$ cat src/rtl/rot_pkg.sv
package rot_pkg;
    localparam int ADDR_W   = 32;
    localparam int DIM_W    = 16;
    localparam int STRIDE_W = 16;

    typedef logic [ADDR_W-1:0]   addr_t;
    typedef logic [DIM_W-1:0]    dim_t;
    typedef logic [STRIDE_W-1:0] stride_t;
endpackage

$ cat src/rtl/rot_line_tracker.sv
// Counts the lines of the current frame and accepts at most N_LINES of them.
module rot_line_tracker #(
    parameter int N_LINES = 480,
    localparam int LW     = $clog2(N_LINES + 1)
) (
    input  logic clk,
    input  logic rst_n,
    input  logic frame_start,
    input  logic line_done,
    output logic accept,
    output logic err_extra
);
    typedef struct packed {
        logic [LW-1:0] cnt;
        logic          err;
    } trk_t;

    trk_t st_d, st_q;

    always_comb begin
        st_d   = st_q;
        accept = 1'b0;
        if (frame_start) begin
            st_d.cnt = '0;
            st_d.err = 1'b0;
        end else if (line_done) begin
            if (st_q.cnt < LW'(N_LINES)) begin
                accept   = 1'b1;
                st_d.cnt = st_q.cnt + 1'b1;
            end else begin
                st_d.err = 1'b1;
            end
        end
    end

    always_ff @(posedge clk) begin
        if (!rst_n) st_q <= '0;
        else        st_q <= st_d;
    end

    assign err_extra = st_q.err;
endmodule

$ cat src/rtl/rot_pend_queue.sv
// Saturating counter of lines still waiting for their command.
module rot_pend_queue #(
    parameter int QW = 3
) (
    input  logic clk,
    input  logic rst_n,
    input  logic clr,
    input  logic push,
    input  logic pop,
    output logic nonempty,
    output logic err_ovf
);
    typedef struct packed {
        logic [QW-1:0] cnt;
        logic          ovf;
    } pq_t;

    pq_t st_d, st_q;
    logic full;

    assign full = (st_q.cnt == {QW{1'b1}});

    always_comb begin
        st_d = st_q;
        if (clr) begin
            st_d.cnt = '0;
            st_d.ovf = 1'b0;
        end else if (push && !pop) begin
            if (full) st_d.ovf = 1'b1;
            else      st_d.cnt = st_q.cnt + 1'b1;
        end else if (!push && pop) begin
            st_d.cnt = st_q.cnt - 1'b1;
        end
    end

    always_ff @(posedge clk) begin
        if (!rst_n) st_q <= '0;
        else        st_q <= st_d;
    end

    assign nonempty = (st_q.cnt != '0);
    assign err_ovf  = st_q.ovf;
endmodule

$ cat src/rtl/rot_addr_calc.sv
// Byte address of the top pixel of the column for a zero-based line index.
module rot_addr_calc
    import rot_pkg::*;
#(
    parameter int FIRST_COL = 1159,
    parameter int ROW_OFS   = 40,
    parameter int BPP       = 2,
    parameter int LW        = 9
) (
    input  logic [LW-1:0] idx,
    input  stride_t       stride,
    output addr_t         addr
);
    addr_t col;
    addr_t row_base;

    always_comb begin
        col      = ADDR_W'(FIRST_COL) - ADDR_W'(idx);
        row_base = ADDR_W'(ROW_OFS) * ADDR_W'(stride);
        addr     = (row_base + col) * ADDR_W'(BPP);
    end
endmodule

$ cat src/rtl/rot_cmd_gen.sv
module rot_cmd_gen
    import rot_pkg::*;
#(
    parameter int LINE_PIX   = 640,
    parameter int N_LINES    = 480,
    parameter int FIRST_COL  = 1159,
    parameter int ROW_OFS    = 40,
    parameter int BPP        = 2,
    parameter int QW         = 3,
    parameter int DEF_STRIDE = 1280,
    localparam int LW        = $clog2(N_LINES + 1)
) (
    input  logic    clk,
    input  logic    rst_n,
    input  logic    frame_start,
    input  logic    line_done,
    input  stride_t stride_in,
    output logic    cmd_valid,
    input  logic    cmd_ready,
    output addr_t   cmd_addr,
    output dim_t    cmd_width,
    output dim_t    cmd_height,
    output logic    err_extra,
    output logic    err_ovf
);
    typedef struct packed {
        logic          valid;
        addr_t         addr;
        logic [LW-1:0] idx;
        stride_t       stride;
    } cmd_st_t;

    cmd_st_t st_d, st_q;
    logic    accept;
    logic    pend;
    logic    launch;
    addr_t   next_addr;

    rot_line_tracker #(.N_LINES(N_LINES)) u_trk (
        .clk         (clk),
        .rst_n       (rst_n),
        .frame_start (frame_start),
        .line_done   (line_done),
        .accept      (accept),
        .err_extra   (err_extra)
    );

    rot_pend_queue #(.QW(QW)) u_pq (
        .clk      (clk),
        .rst_n    (rst_n),
        .clr      (frame_start),
        .push     (accept),
        .pop      (launch),
        .nonempty (pend),
        .err_ovf  (err_ovf)
    );

    rot_addr_calc #(
        .FIRST_COL (FIRST_COL),
        .ROW_OFS   (ROW_OFS),
        .BPP       (BPP),
        .LW        (LW)
    ) u_ac (
        .idx    (st_q.idx),
        .stride (st_q.stride),
        .addr   (next_addr)
    );

    // A new command may load when the register is empty or being taken now.
    assign launch = pend && (!st_q.valid || cmd_ready) && !frame_start;

    always_comb begin
        st_d = st_q;
        if (frame_start) begin
            st_d.valid  = 1'b0;
            st_d.idx    = '0;
            st_d.stride = stride_in;
        end else begin
            if (st_q.valid && cmd_ready) st_d.valid = 1'b0;
            if (launch) begin
                st_d.valid = 1'b1;
                st_d.addr  = next_addr;
                st_d.idx   = st_q.idx + 1'b1;
            end
        end
    end

    always_ff @(posedge clk) begin
        if (!rst_n) begin
            st_q        <= '0;
            st_q.stride <= STRIDE_W'(DEF_STRIDE);
        end else begin
            st_q <= st_d;
        end
    end

    assign cmd_valid  = st_q.valid;
    assign cmd_addr   = st_q.addr;
    assign cmd_width  = DIM_W'(1);
    assign cmd_height = DIM_W'(LINE_PIX);
endmodule

$ cat config.mk
export PLATFORM = sky130hd
export DESIGN_NAME = rot_cmd_gen
export DESIGN_NICKNAME = d
export VERILOG_FILES = /design/src/rtl/rot_pkg.sv /design/src/rtl/rot_line_tracker.sv /design/src/rtl/rot_pend_queue.sv /design/src/rtl/rot_addr_calc.sv /design/src/rtl/rot_cmd_gen.sv
export SDC_FILE = /design/constraint.sdc
export NUM_CORES = 1
export LEC_CHECK = 0
export ABC_AREA = 1
export BUFFER_PORTS_ARGS = -buffer_cell sky130_fd_sc_hd__buf_2
export CAP_MARGIN = 10
export CORE_MARGIN = 2
export CORE_UTILIZATION = 50
export DETAILED_ROUTE_END_ITERATION = 10
export PLACE_DENSITY = 0.74
export SLEW_MARGIN = 20
export SYNTH_ARGS = -nofsm -noshare
export SYNTH_HDL_FRONTEND = slang
export SYNTH_SLANG_ARGS = --single-unit
$ cat constraint.sdc
create_clock -name clk -period 5.5 [get_ports clk]
set_input_delay 0.55 -clock clk [delete_from_list [all_inputs] [get_ports clk]]
set_output_delay 0.55 -clock clk [all_outputs]
set_load 0.05 [all_outputs]
==> results.md, run 1 <==
* Synthesized area at around 0.0047 sq mm
* Hold Vio Cnt, Final at 0
* Worst Tran Pin Value at slightly below 1000 ps
* Initial Util at 0.509
* Pin count of the biggest net entering global routing at 35
* Power density cells at between 200 and 300 mW/mm^2
* Post-synth top area cell: dfxtp_1
* CTS tree: built
* Clk_lat worst skew at 350 ps
* Share of Yosys cell area claimed by the top area cell type at 0.271
* ANT nets after route at 0
* Vias in the first global route at ~3600
* Most common cell on crit path: nand2_1
* Wirelength, routed at around 10000 um
* Minimum clock period at around 3500 ps
* CTS buffer count at 9
* Clock Tree Buf Depth at 2
* Max VDD drop at 0.152 mV
* CP arrival at roughly 3700 ps
* Tot GR Track Use at 0.204
* Hold Buf Count CTS at 0
* IO Count at 88
* Worst R2R Setup Slack at roughly 2000 ps
* Max-cap check violation count at 0
* Critical Path Fanout Max at 5
* Final Core Density at 0.527
* Worst setup path class: flop to flop
* Leakage at about 2.6 nW
* GP Congestion at around 0.9
* Avg WL per Cell at about 12 um
* Fraction of layout cells with a size suffix above 1 at 0.116
* Global route overflow at 0
* Hold crit path type: input pin to flop
* Seq/Total Area, Yosys at 0.271
* Sink Count at 63
* Via count at between 4000 and 5000
* Setup bufs post-CTS at 0
* Avg Cell Area, Syn at 6.73 sq um
* Final period utilization at 0.633
* Worst slew margin at 0.348
* CTS root buf: clkbuf_8
* Count of final max-slew check failures at 0
* Critical path launch point type: flop
* First-pass detailed-route iteration total at 5
* EDFF count, synth at 0
* Chip width at between 100 and 150 um
* Status: complete, no violations
* Filler instances at around 930
* Slowest cell delay on critical path at around 480 ps
* Drc violations at 0
* Row count at 35
* Number of buffers added on ports at 46
* Layout Skew at 15.1 ps
* CP max stage cell: fa_1
* Final setup violation count at 0
* Core area at around 0.0092 sq mm
* Top-count cell post-synth: nand2_1
* Htree depth at 3
* Total power at approximately 0.0013 W
* Die area at 0.0101 sq mm
* Post-DP HPWL at roughly 7700 um
* Async S/R FF share, synth at 0
* Worst hold slack at roughly 420 ps
* Synth warnings at 0
* Post-synthesis cell count at 693
* Post-CTS resize count at 0
* Die Span Y at 101 um
* RSZ-0062 raised after global routing: false
* Initial antenna violation count at 0
* Critical Path, Cell by Cell: ha_1, ha_1, fa_1, nand3_1, nand3_2, xor2_1, ha_1, nand2_1, inv_1, nand4_1, nand2_1, nand2_2, nor2_4, nand2_2, nor2_4, nand2_1, nand2_1, nand3_1, nand2_1, inv_1
* Area delta synth->final at 3.41%
* Final nets at between 700 and 800
* Antenna cells at 0
* Iteration-0 DRC count of the detailed router at 140
* Max Freq at roughly 290 MHz
* WP buf/inv at 2
* Netlist cell types at 35
* Synth area leaders: dfxtp_1 27%, ha_1 11%, buf_4 10%
* Fin Setup TNS at 0 ps
* Crit-path leading delay family: adder cells
* Top cells by count, synth: 128 x nand2_1, 101 x nor2_1, 84 x inv_1
* Critical Path RT at ~5700 ps
* Worst setup EP type: flop
* Clk pin slew, worst setup/hold paths at roughly 80 ps
* Primary FF master, synth: dfxtp_1
* Seq cells post-synth at 63
* Vias per std cell at 4.92
* First-pass GRT wire length at ~17000 um
[final timing paths]
kind	endpoint	from	depth (start not counted)
max	cmd_addr[20]$_SDFFE_PN0P_	st_q[1]$_SDFFE_PN0P_	20
min	st_q[2]$_SDFFE_PN0P_	stride_in[2]	3
max reg2reg	cmd_addr[20]$_SDFFE_PN0P_	st_q[1]$_SDFFE_PN0P_	20
min reg2reg	cmd_addr[23]$_SDFFE_PN0P_	cmd_addr[23]$_SDFFE_PN0P_	2
[cells by family (layout without fill, tap and decap cells)]
family / Yosys count / in the layout / share of synthesized area
compound gates: 89 / 89 / 0.0991
xor+xnor: 18 / 18 / 0.0338
fa+ha+maj: 43 / 43 / 0.120
buf+inv: 165 / 151 / 0.186
flops: 63 / 63 / 0.271
other cells: 2 / 41 / 0.00161
simple gates: 313 / 313 / 0.289
[sequential cells by signal, indices dropped and copies added, names as in the netlist]
name,cells
st_q,25
u_trk.st_q,9
u_pq.err_ovf,1
cmd_addr,23
cmd_valid,1
u_trk.err_extra,1
u_pq.st_q,3
[per-stage QoR]
step	cell area, sq um	setup slack, ps	std cells
floorplan	4810	2510	732
global placement	4640	2150	813
detailed placement	4640	2090	813
CTS	4820	2050	829
global route	4820	1730	829
finish	4820	2020	829
[cell type report]
cell class / count / area (sq um) / area share
multi-input combinational: 504 / 2680 / 0.556
inverter: 89 / 334 / 0.0693
timing repair buffer: 46 / 230 / 0.0478
tap: 111 / 139 / 0.0288
clock buffer: 11 / 141 / 0.0293
sequential: 63 / 1260 / 0.262
clock inverter: 5 / 33.8 / 0.00701
[report_power, final]
part           leakage (nW)  switching (W)  total [W]  internal [W]
Combinational          2.00       0.000300   0.000415      0.000114
Sequential            0.515      0.0000191   0.000499      0.000480
Clock                0.0853       0.000191   0.000366      0.000175
[layout by cell type, fill, tap and decap left out, types with 2 or more instances in the layout]
cell type	netlist	routed
inv_1	84	84
buf_2	2	46
o21ai_0	39	39
clkinv_2	0	2
clkbuf_8	0	10
o21a_1	2	2
nor2_4	3	3
xor2_1	9	9
nor2_2	5	5
nand3_2	3	3
a21oi_1	36	36
ha_1	40	40
conb_1	2	41
dfxtp_1	63	63
clkinv_1	4	4
nor3_1	8	8
nand2_1	128	128
clkinvlp_4	0	2
nor2_1	101	101
fa_1	3	3
o21ai_1	7	7
nand3_1	45	45
nand2_2	9	9
xnor2_1	9	9
nand4_1	6	6
[metal layers]
| layer | share of wire | global-route usage | vias up |
|---|---|---|---|
| met2 | 0.44 | 0.323 | 104 |
| li1 | - | - | 2143 |
| met5 | 0 | 0 | - |
| met3 | 0.040 | 0.0374 | 13 |
| met1 | 0.50 | 0.283 | 1815 |
| met4 | 0.015 | 0.0653 | 0 |
[worst min-delay path, cell delays in order]
cell	delay [ps]
buf_2	70
nor2_1	30
nor2_1	80
Note: power is estimated with default switching activity, not from simulation.
==> run 2: changes to the inputs <==
clock period = 3.6 ns   (was 5.5 ns; I/O delays follow)
==> results.md, run 2 (synthesis results as in run 1) <==
* Slowest cell delay on critical path at 460 ps (-20 ps)
* CP arrival at 3540 ps (-180 ps)
* Most common library cell in the layout ignoring fill and taps: nand2_1
* Worst setup path class: flop to flop
* Count of final max-slew check failures at 0 (unchanged)
* Biggest register: st_q
* Final setup violation count at 0 (unchanged)
* CTS tree: built
* Met3 WL at 429 um (+11%)
* Avg WL per Cell at 11.9 um (+0.68%)
* Status: complete, no violations
* Chip width at 101 um (unchanged)
* Critical Path, Cell by Cell: ha_1, ha_1, fa_1, nand3_1, nand3_2, xor2_1, ha_1, nand2_1, inv_1, nand4_1, nand2_1, nand2_2, nor2_4, nand2_2, nor2_4, nand2_1, nand2_1, nand3_1, nand2_1, inv_1
* Most frequent cells in the layout: 128 x nand2_1, 101 x nor2_1, 84 x inv_1
* Critical Path Fanout Max at 5 (unchanged)
* Fin Setup TNS at 0 ps (unchanged)
* Minimum clock period at 3260 ps (-216 ps)
* IO Count at 88 (unchanged)
* Layout Skew at 16.5 ps (+1.43 ps)
* Most common cell on crit path: nand2_1
* Area delta synth->final at 5.18%
* Filler instances at 929 (unchanged)
* Fraction of layout cells with a size suffix above 1 at 0.123 (+0.00767)
* Critical Path RT at 3880 ps (-1860 ps)
* Critical path launch point type: flop
* CTS buffer count at 9 (unchanged)
* WP buf/inv at 2 (unchanged)
* Clock Tree Buf Depth at 2 (unchanged)
* Clk pin slew, worst setup/hold paths at 90 ps (about the same)
* Final period utilization at 0.906 (+0.274)
* Worst hold slack at 219 ps (-202 ps)
* Sink Count at 63 (unchanged)
* Metal2 WL at 4370 um (+1.1%)
* Highest Signal Layer: met4
* GP Congestion at 0.869 (-4.5%)
* First-pass detailed-route iteration total at 4 (-1)
* Drc violations at 0 (unchanged)
* Initial Util at 0.509 (unchanged)
* Vias per std cell at 4.92 (about the same)
* Via count at 4097 (+0.54%)
* Max Freq at 306 MHz (+6.6%)
* Final nets at 781 (+0.51%)
* Die area at 0.0101 sq mm (unchanged)
* Post-DP HPWL at 7570 um (-1.6%)
* Number of buffers added on ports at 46 (unchanged)
* Core area at 0.00915 sq mm (unchanged)
* Iteration-0 DRC count of the detailed router at 137 (-2.1%)
* Clk_lat worst skew at 370 ps (+20 ps)
* First-pass GRT wire length at 17000 um (+2.1%)
* RSZ-0062 raised after global routing: false
* Initial antenna violation count at 0 (unchanged)
* Leakage at 2.64 nW (+1.7%)
* Max-cap check violation count at 0 (unchanged)
* Htree depth at 3 (unchanged)
* Hold crit path type: input pin to flop
* WL met1 at 4900 um (-0.29%)
* Hold Vio Cnt, Final at 0 (unchanged)
* Power density cells at 434 mW/mm^2 (+63%)
* Antenna cells at 0 (unchanged)
* Vias in the first global route at 3731 (+2.9%)
* Global route overflow at 0 (unchanged)
* Worst slew margin at 0.667 (+0.319)
* Max VDD drop at 0.214 mV (+41%)
* CP max stage cell: fa_1
* Die Span Y at 101 um (unchanged)
* Worst Tran Pin Value at 497 ps (-478 ps)
* Worst setup EP type: flop
* Row count at 35 (unchanged)
* Max reg flops at 25 (unchanged)
* Pin count of the biggest net entering global routing at 32 (-8.6%)
* ANT nets after route at 0 (unchanged)
* CTS root buf: clkbuf_8
* Wirelength, routed at 9890 um (+1.2%)
* Crit-path leading delay family: adder cells
* Setup bufs post-CTS at 0 (unchanged)
* Tot GR Track Use at 0.208 (+0.00416)
-- run 2: cell count changes in the layout (fill, tap and decap cells not counted), sizes merged --
cell	previous run	this run
clkinv	7	5
inv	85	88
buf	46	50
clkinvlp	2	1
bufinv	0	2
clkbuf	11	9
-- run 2: path summary, 6_finish.rpt --
check / depth (start not counted) / to / slack, ps / start
setup / recovery: 20 / cmd_addr[20]$_SDFFE_PN0P_ / 340 / st_q[1]$_SDFFE_PN0P_
hold / removal: 3 / st_q[10]$_SDFFE_PN1P_ / 220 / stride_in[10]
setup reg to reg: 20 / cmd_addr[20]$_SDFFE_PN0P_ / 340 / st_q[1]$_SDFFE_PN0P_
hold reg to reg: 2 / cmd_addr[23]$_SDFFE_PN0P_ / 440 / cmd_addr[23]$_SDFFE_PN0P_
-- run 2: timing repair --
item / 4_1_cts / 5_1_grt
hold buffers: 0 / 0
resized for setup: 0 / 1
setup endpoints to repair: 0 / 2
-- run 2: power breakdown --
group	switching, W	internal (W)
Sequential	0.0000262	0.000733
Combinational	0.000462	0.000177
Clock	0.000331	0.000398
-- run 2: worst reg2reg max path, delay by kind of cell (launching register included) --
kind,cells,cell delay [ps]
flip-flops,1,350
adder cells (fa/ha/maj),4,1360
buffers and inverters,2,110
AND/OR/NAND/NOR,13,1200
XOR/XNOR,1,170
-- run 2: through the flow --
stage | cells | total power (W) | util | setup slack (ps) | area (sq um)
after global placement | 817 | 0.00140 | 0.511 | 444 | 4670
after CTS | 833 | 0.00214 | 0.535 | 308 | 4900
final | 833 | 0.00213 | 0.536 | 337 | 4900
after floorplan | 732 | 0.00135 | - | 608 | 4810
after detailed placement | 817 | 0.00141 | 0.511 | 321 | 4670
after global routing | 833 | 0.00225 | 0.536 | 30.3 | 4900
-- run 2: layout make-up --
| class | instances | area [sq um] | share of cell area |
|---|---|---|---|
| clock buffer | 9 | 124 | 0.0253 |
| clock inverter | 7 | 103 | 0.0209 |
| inverter | 89 | 334 | 0.0681 |
| multi-input combinational | 504 | 2680 | 0.547 |
| sequential | 63 | 1260 | 0.258 |
| tap | 111 | 139 | 0.0283 |
| timing repair buffer | 50 | 260 | 0.0531 |
-- run 2: routing by layer --
layer,track usage,up-vias
met5,0,-
met4,0.0832,0
met3,0.0340,21
met2,0.337,105
met1,0.278,1828
li1,-,2143
